File: src/rtl/ecc_rpt_pkg.sv
package ecc_rpt_pkg;
  localparam int CNT_W  = 6;
  localparam int LANE_W = 8;
  localparam int WORD_W = 32;
  localparam int PAD_W  = LANE_W - CNT_W - 1;
endpackage

File: src/rtl/ecc_pkt_seq.sv
module ecc_pkt_seq #(
  parameter int STEP_W = 8
) (
  input  logic              clk_i,
  input  logic              rst_ni,
  input  logic              start_i,
  input  logic              valid_i,
  input  logic [STEP_W-1:0] steps_i,
  output logic              acc_first_o,
  output logic              acc_rest_o,
  output logic              done_o,
  output logic              rvalid_o
);
  logic              busy_q;
  logic [STEP_W-1:0] idx_q;
  logic [STEP_W-1:0] last_idx;
  logic              accept;
  logic              is_last;

  // steps of 0 behaves as a one-packet page
  assign last_idx    = (steps_i == '0) ? '0 : steps_i - 1'b1;
  assign accept      = valid_i && busy_q && !start_i;
  assign is_last     = (idx_q == last_idx);
  assign acc_first_o = accept && (idx_q == '0);
  assign acc_rest_o  = accept && (idx_q != '0);

  always_ff @(posedge clk_i or negedge rst_ni) begin
    if (!rst_ni) begin
      busy_q   <= 1'b0;
      idx_q    <= '0;
      done_o   <= 1'b0;
      rvalid_o <= 1'b0;
    end else if (start_i) begin
      busy_q   <= 1'b1;
      idx_q    <= '0;
      done_o   <= 1'b0;
      rvalid_o <= 1'b0;
    end else if (accept) begin
      idx_q <= idx_q + 1'b1;
      if (is_last) begin
        busy_q   <= 1'b0;
        done_o   <= 1'b1;
        rvalid_o <= 1'b1;
      end else begin
        done_o <= 1'b0;
      end
    end else begin
      done_o <= 1'b0;
    end
  end

  a_r8_done_pulse: assert property (@(posedge clk_i) disable iff (!rst_ni)
    done_o |=> !done_o);
  a_r8_done_needs_accept: assert property (@(posedge clk_i) disable iff (!rst_ni)
    $rose(done_o) |-> $past(valid_i));
endmodule

File: src/rtl/ecc_pkt_fold.sv
module ecc_pkt_fold
  import ecc_rpt_pkg::*;
(
  input  logic             clk_i,
  input  logic             rst_ni,
  input  logic             start_i,
  input  logic             acc_first_i,
  input  logic             acc_rest_i,
  input  logic [CNT_W-1:0] cnt_i,
  input  logic             ok_i,
  output logic [CNT_W-1:0] cnt0_o,
  output logic             ok0_o,
  output logic [CNT_W-1:0] cntn_o,
  output logic             okn_o
);
  always_ff @(posedge clk_i or negedge rst_ni) begin
    if (!rst_ni) begin
      cnt0_o <= '0;
      ok0_o  <= 1'b1;
      cntn_o <= '0;
      okn_o  <= 1'b1;
    end else if (start_i) begin
      cnt0_o <= '0;
      ok0_o  <= 1'b1;
      cntn_o <= '0;
      okn_o  <= 1'b1;
    end else begin
      if (acc_first_i) begin
        cnt0_o <= cnt_i;
        ok0_o  <= ok_i;
      end
      if (acc_rest_i) begin
        if (cnt_i > cntn_o) cntn_o <= cnt_i;
        okn_o <= okn_o & ok_i;
      end
    end
  end

  a_r4_max_monotonic: assert property (@(posedge clk_i) disable iff (!rst_ni)
    !start_i |=> cntn_o >= $past(cntn_o));
  a_r5_fail_sticky: assert property (@(posedge clk_i) disable iff (!rst_ni)
    $fell(okn_o) |-> $past(acc_rest_i && !ok_i));
  a_r3_first_hold: assert property (@(posedge clk_i) disable iff (!rst_ni)
    (!start_i && !acc_first_i) |=> ($stable(cnt0_o) && $stable(ok0_o)));
endmodule

File: src/rtl/ecc_erase_track.sv
module ecc_erase_track (
  input  logic clk_i,
  input  logic rst_ni,
  input  logic start_i,
  input  logic acc_i,
  input  logic dirty_i,
  output logic empty_o
);
  always_ff @(posedge clk_i or negedge rst_ni) begin
    if (!rst_ni)                empty_o <= 1'b1;
    else if (start_i)           empty_o <= 1'b1;
    else if (acc_i && dirty_i)  empty_o <= 1'b0;
  end

  a_r6_rise_on_start: assert property (@(posedge clk_i) disable iff (!rst_ni)
    $rose(empty_o) |-> $past(start_i));
  a_r6_clear_on_dirty: assert property (@(posedge clk_i) disable iff (!rst_ni)
    $fell(empty_o) |-> $past(acc_i && dirty_i));
endmodule

File: src/rtl/ecc_page_report.sv
module ecc_page_report
  import ecc_rpt_pkg::*;
#(
  parameter int STEP_W = 8
) (
  input  logic              clk_i,
  input  logic              rst_ni,
  input  logic              page_start_i,
  input  logic [STEP_W-1:0] steps_i,
  input  logic              pkt_valid_i,
  input  logic [CNT_W-1:0]  pkt_cnt_i,
  input  logic              pkt_ok_i,
  input  logic              pkt_dirty_i,
  input  logic              rd_sel_i,
  output logic [WORD_W-1:0] rd_data_o,
  output logic              report_valid_o,
  output logic              done_o
);
  logic             acc_first, acc_rest;
  logic [CNT_W-1:0] cnt0, cntn, cnt0_m, cntn_m;
  logic             ok0, okn, empty;
  logic [WORD_W-1:0] rpt_word, sts_word;

  ecc_pkt_seq #(.STEP_W(STEP_W)) u_seq (
    .clk_i       (clk_i),
    .rst_ni      (rst_ni),
    .start_i     (page_start_i),
    .valid_i     (pkt_valid_i),
    .steps_i     (steps_i),
    .acc_first_o (acc_first),
    .acc_rest_o  (acc_rest),
    .done_o      (done_o),
    .rvalid_o    (report_valid_o)
  );

  ecc_pkt_fold u_fold (
    .clk_i       (clk_i),
    .rst_ni      (rst_ni),
    .start_i     (page_start_i),
    .acc_first_i (acc_first),
    .acc_rest_i  (acc_rest),
    .cnt_i       (pkt_cnt_i),
    .ok_i        (pkt_ok_i),
    .cnt0_o      (cnt0),
    .ok0_o       (ok0),
    .cntn_o      (cntn),
    .okn_o       (okn)
  );

  ecc_erase_track u_erase (
    .clk_i   (clk_i),
    .rst_ni  (rst_ni),
    .start_i (page_start_i),
    .acc_i   (acc_first | acc_rest),
    .dirty_i (pkt_dirty_i),
    .empty_o (empty)
  );

  // erased page: counts carry no meaning
  assign cnt0_m = empty ? '0 : cnt0;
  assign cntn_m = empty ? '0 : cntn;

  assign rpt_word = {{(WORD_W-2*LANE_W){1'b0}},
                     okn, {PAD_W{1'b0}}, cntn_m,
                     ok0, {PAD_W{1'b0}}, cnt0_m};
  assign sts_word = {{(WORD_W-2*LANE_W-1){1'b0}}, empty,
                     {(2*LANE_W-1){1'b0}}, report_valid_o};

  assign rd_data_o = rd_sel_i ? sts_word : rpt_word;

  a_r2_start_clears: assert property (@(posedge clk_i) disable iff (!rst_ni)
    page_start_i |=> (rpt_word == 32'h0000_8080 && empty && !report_valid_o));
  a_r6_erased_masks: assert property (@(posedge clk_i) disable iff (!rst_ni)
    empty |-> (rpt_word[13:8] == '0 && rpt_word[5:0] == '0));
endmodule

File: config.mk
export PLATFORM = sky130hd
export DESIGN_NAME = ecc_page_report
export DESIGN_NICKNAME = d
export VERILOG_FILES = /design/src/rtl/ecc_rpt_pkg.sv /design/src/rtl/ecc_pkt_seq.sv /design/src/rtl/ecc_pkt_fold.sv /design/src/rtl/ecc_erase_track.sv /design/src/rtl/ecc_page_report.sv
export SDC_FILE = /design/constraint.sdc
export NUM_CORES = 1
export LEC_CHECK = 0
export CELL_PAD_IN_SITES_DETAIL_PLACEMENT = 1
export CELL_PAD_IN_SITES_GLOBAL_PLACEMENT = 1
export CORE_AREA = 4 4 77 79
export CTS_CLUSTER_SIZE = 25
export DETAILED_ROUTE_END_ITERATION = 6
export DIE_AREA = 0 0 81 83
export PLACE_DENSITY = 0.91
export SLEW_MARGIN = 20
export SYNTH_ARGS = -nofsm -noshare
export SYNTH_HDL_FRONTEND = slang
export SYNTH_SLANG_ARGS = --single-unit
File: constraint.sdc
create_clock -name clk_i -period 4.95 [get_ports clk_i]
set_input_delay 0.7425 -clock clk_i [delete_from_list [all_inputs] [get_ports clk_i]]
set_output_delay 0.7425 -clock clk_i [all_outputs]
set_load 0.02 [all_outputs]
==> run metrics <==
status finished, final reports clean; placed cell count 321; Layout area overhead 20.96%; Worst R2R Setup Slack 2590 ps; IO Pins 55; Antenna diodes 0; Worst Hold Depth 2; initial antenna violation count 0; # H-tree levels 1; RSZ-0062 raised after global routing false; ys flop type dfrtp_1; actual slew at the worst max-slew pin roughly 860 ps; HPWL Detailed 3808 um; CP max FO 10; core area 5338 um^2; final WL 4847 um; Critical Path Start Type input port; Switching Fraction 29.77%; yosys warns 0; Yosys reg bits 26; # Post-CTS Setup Buffers 0; worst skew pair latency 270 ps; Worst R2R Path Depth 8; fillers 658; Tightest Hold Check Type flip-flop to flip-flop; Rel. slew slack 42.28%; multi-input logic area between 1000 and 1500 um^2; Cell Count, Final, Fillers Out around 330; CTS tree built; Tmin final 3275 ps; fin crit share 66.16%; P_int between 300 and 400 uW; GPL Wtd Cong 0.8249; ys async rst share 100.0%; setup TNS 0 ps; Syn Area/Cell 8.580 um^2; die area about 6700 um^2; largest net degree at the start of global routing 27; worst setup path class input port to primary output; clock tree buffer depth 2; Routed WL per cell ~15 um; Remaining Overflow, GRT 0; Reg area 654.4 um^2; drt pass-1 iters 4; Detail Route Antenna Nets 0; clk sinks 26; Core Rows 27; Crit path arrival time ~2500 ps; Num CTS Buffers 3; vias per std cell 5.031; Seq/Total Area, Yosys 34.05%; hold_buf cts 0; Die Y 83 um; Peak VDD IR 121.9 uV; setup violators final 0; Yosys cell types 48; Via Count 1635; first-pass GRT wire length 8307 um; share of cells above drive strength 1 under 10%; Iter 0 DRT Violations 98; Worst EP required 4210 ps; sw power 144.3 uW; cells after synthesis 224; number of synthesized flops with an enable pin 0; static leakage about 0.00098 uW; Crit. End Element primary output; Peak Freq 305.3 MHz; initial core utilization 36.01%; Residual DRC 0; Pwr Density about 210 nW/um^2; die span in x 81 um; post-CTS sizing 0; Clk pin slew, worst setup/hold paths 90 ps; Clock power frac between 20% and 30%; skew final around 1.3 ps; Syn Std Cell Area 1922 um^2; number of global-route vias before repair around 1700; Comb power frac 24.1%; Total GRT Usage 15.25%; port bufs 37; Nets 284; fin. max-slew vios 0; Hold Fails Final Rpt 0; Root Driver clkbuf_8; Max-Cap Viols 0; Seq pwr share 47.5%; Pwr Total 484.9 uW
==> registers in the layout (all words and copies together) (netlist names) <==
register and count:
u_erase.empty_o 1, u_fold.cnt0_o 6, u_fold.cntn_o 6, u_fold.ok0_o 1, u_fold.okn_o 1, u_seq.busy_q 1
u_seq.done_o 1, u_seq.idx_q 8, u_seq.rvalid_o 1
==> cells in the final DEF (no fill, tap or decap), types with 5 or more instances in the layout <==
master	count
a21oi_1	8
and2_1	8
clkdlybuf4s50_1	37
conb_1	17
dfrtp_1	23
ha_1	9
inv_1	12
mux2i_1	13
nand2_1	15
nand3_1	5
nor2_1	28
nor3_1	8
o21ai_0	7
or3_1	5
xor2_1	5
==> routing by layer <==
layer	share of wire, %	up-vias	global-route usage (%)
met3	3.1	4	1.844
met2	52	35	25.99
met5	0	-	0
met4	0.66	0	3.072
li1	-	794	-
met1	44	802	20.49
==> cells by family after synthesis <==
group	synth area share, %
AO/OA/AOI/OAI	11.00
XOR/XNOR	3.646
adder cells (fa/ha/maj)	5.859
buffers and inverters	11.72
flip-flops	34.05
multiplexers	7.356
other	0.1951
AND/OR/NAND/NOR	26.17
==> layout make-up <==
type / instances / share of cell area, %
Clock buffer: 4 / 2.368
Inverter: 12 / 1.938
Multi-Input combinational cell: 173 / 47.42
Sequential cell: 26 / 28.15
Tap cell: 72 / 3.875
Timing Repair Buffer: 38 / 16.25
==> power groups by stage <==
stage          Combinational [uW]  Sequential (uW)  Clock, uW
3_5_place_dp                  116              234          0
3_3_place_gp                  110              234          0
6_report                      117              230        138
5_1_grt                       129              232        150
4_1_cts                       117              230        143
2_1_floorplan                83.4              231          0
==> worst max-delay path, cell delays in order <==
cell and delay [ps]:
clkdlybuf4s50_1 580, nor2_1 410, and2_1 190, clkdlybuf4s50_1 610
==> worst paths after layout <==
check                          startpoint          endpoint
setup / recovery                 rd_sel_i      rd_data_o[1]
hold / removal               u_fold.okn_o      u_fold.okn_o
setup reg to reg           u_seq.idx_q[1]  u_fold.cntn_o[0]
hold reg to reg              u_fold.okn_o      u_fold.okn_o
max in group asynchronous          rst_ni   u_erase.empty_o
min in group asynchronous          rst_ni  u_fold.cnt0_o[1]
==> metrics by stage <==
stage                     instance area, um^2  util (%)  hold slack (ps)  setup WS (ps)
after floorplan                          1982         -            446.9           2417
after global placement                   2270     42.52            465.6           1600
after detailed placement                 2270     42.52            504.0           1583
after CTS                                2325     43.55            520.2           1651
after global routing                     2325     43.55            554.5           1495
final                                    2325     43.55            519.5           1675
==> cell usage after synthesis (2+ instances only) <==
library cell  number  area share [%]
o211ai_1           2            0.78
buf_4             17             6.6
nor3_1             8             2.1
nor4b_1            3             1.4
nand2_1           15             2.9
nor2_1            28             5.5
xor2_1             5             2.3
mux2i_1           13             6.8
a21oi_1            8             2.1
and2_1             8             2.6
ha_1               9             5.9
or3_1              5             1.6
a211oi_1           2            0.78
clkbuf_1          11             2.1
nand4_1            3            0.98
a21o_1             2            0.78
dfrtp_1           23              30
nor3b_1            2            0.78
o21ai_0            7             1.8
inv_1             12             2.3
xnor2_1            3             1.4
dfstp_2            3             4.1
nor2b_1            4             1.3
nand3_1            5             1.3
or4_4              2             1.2
and3_1             2            0.65
Power figures use the tool's default switching activity.
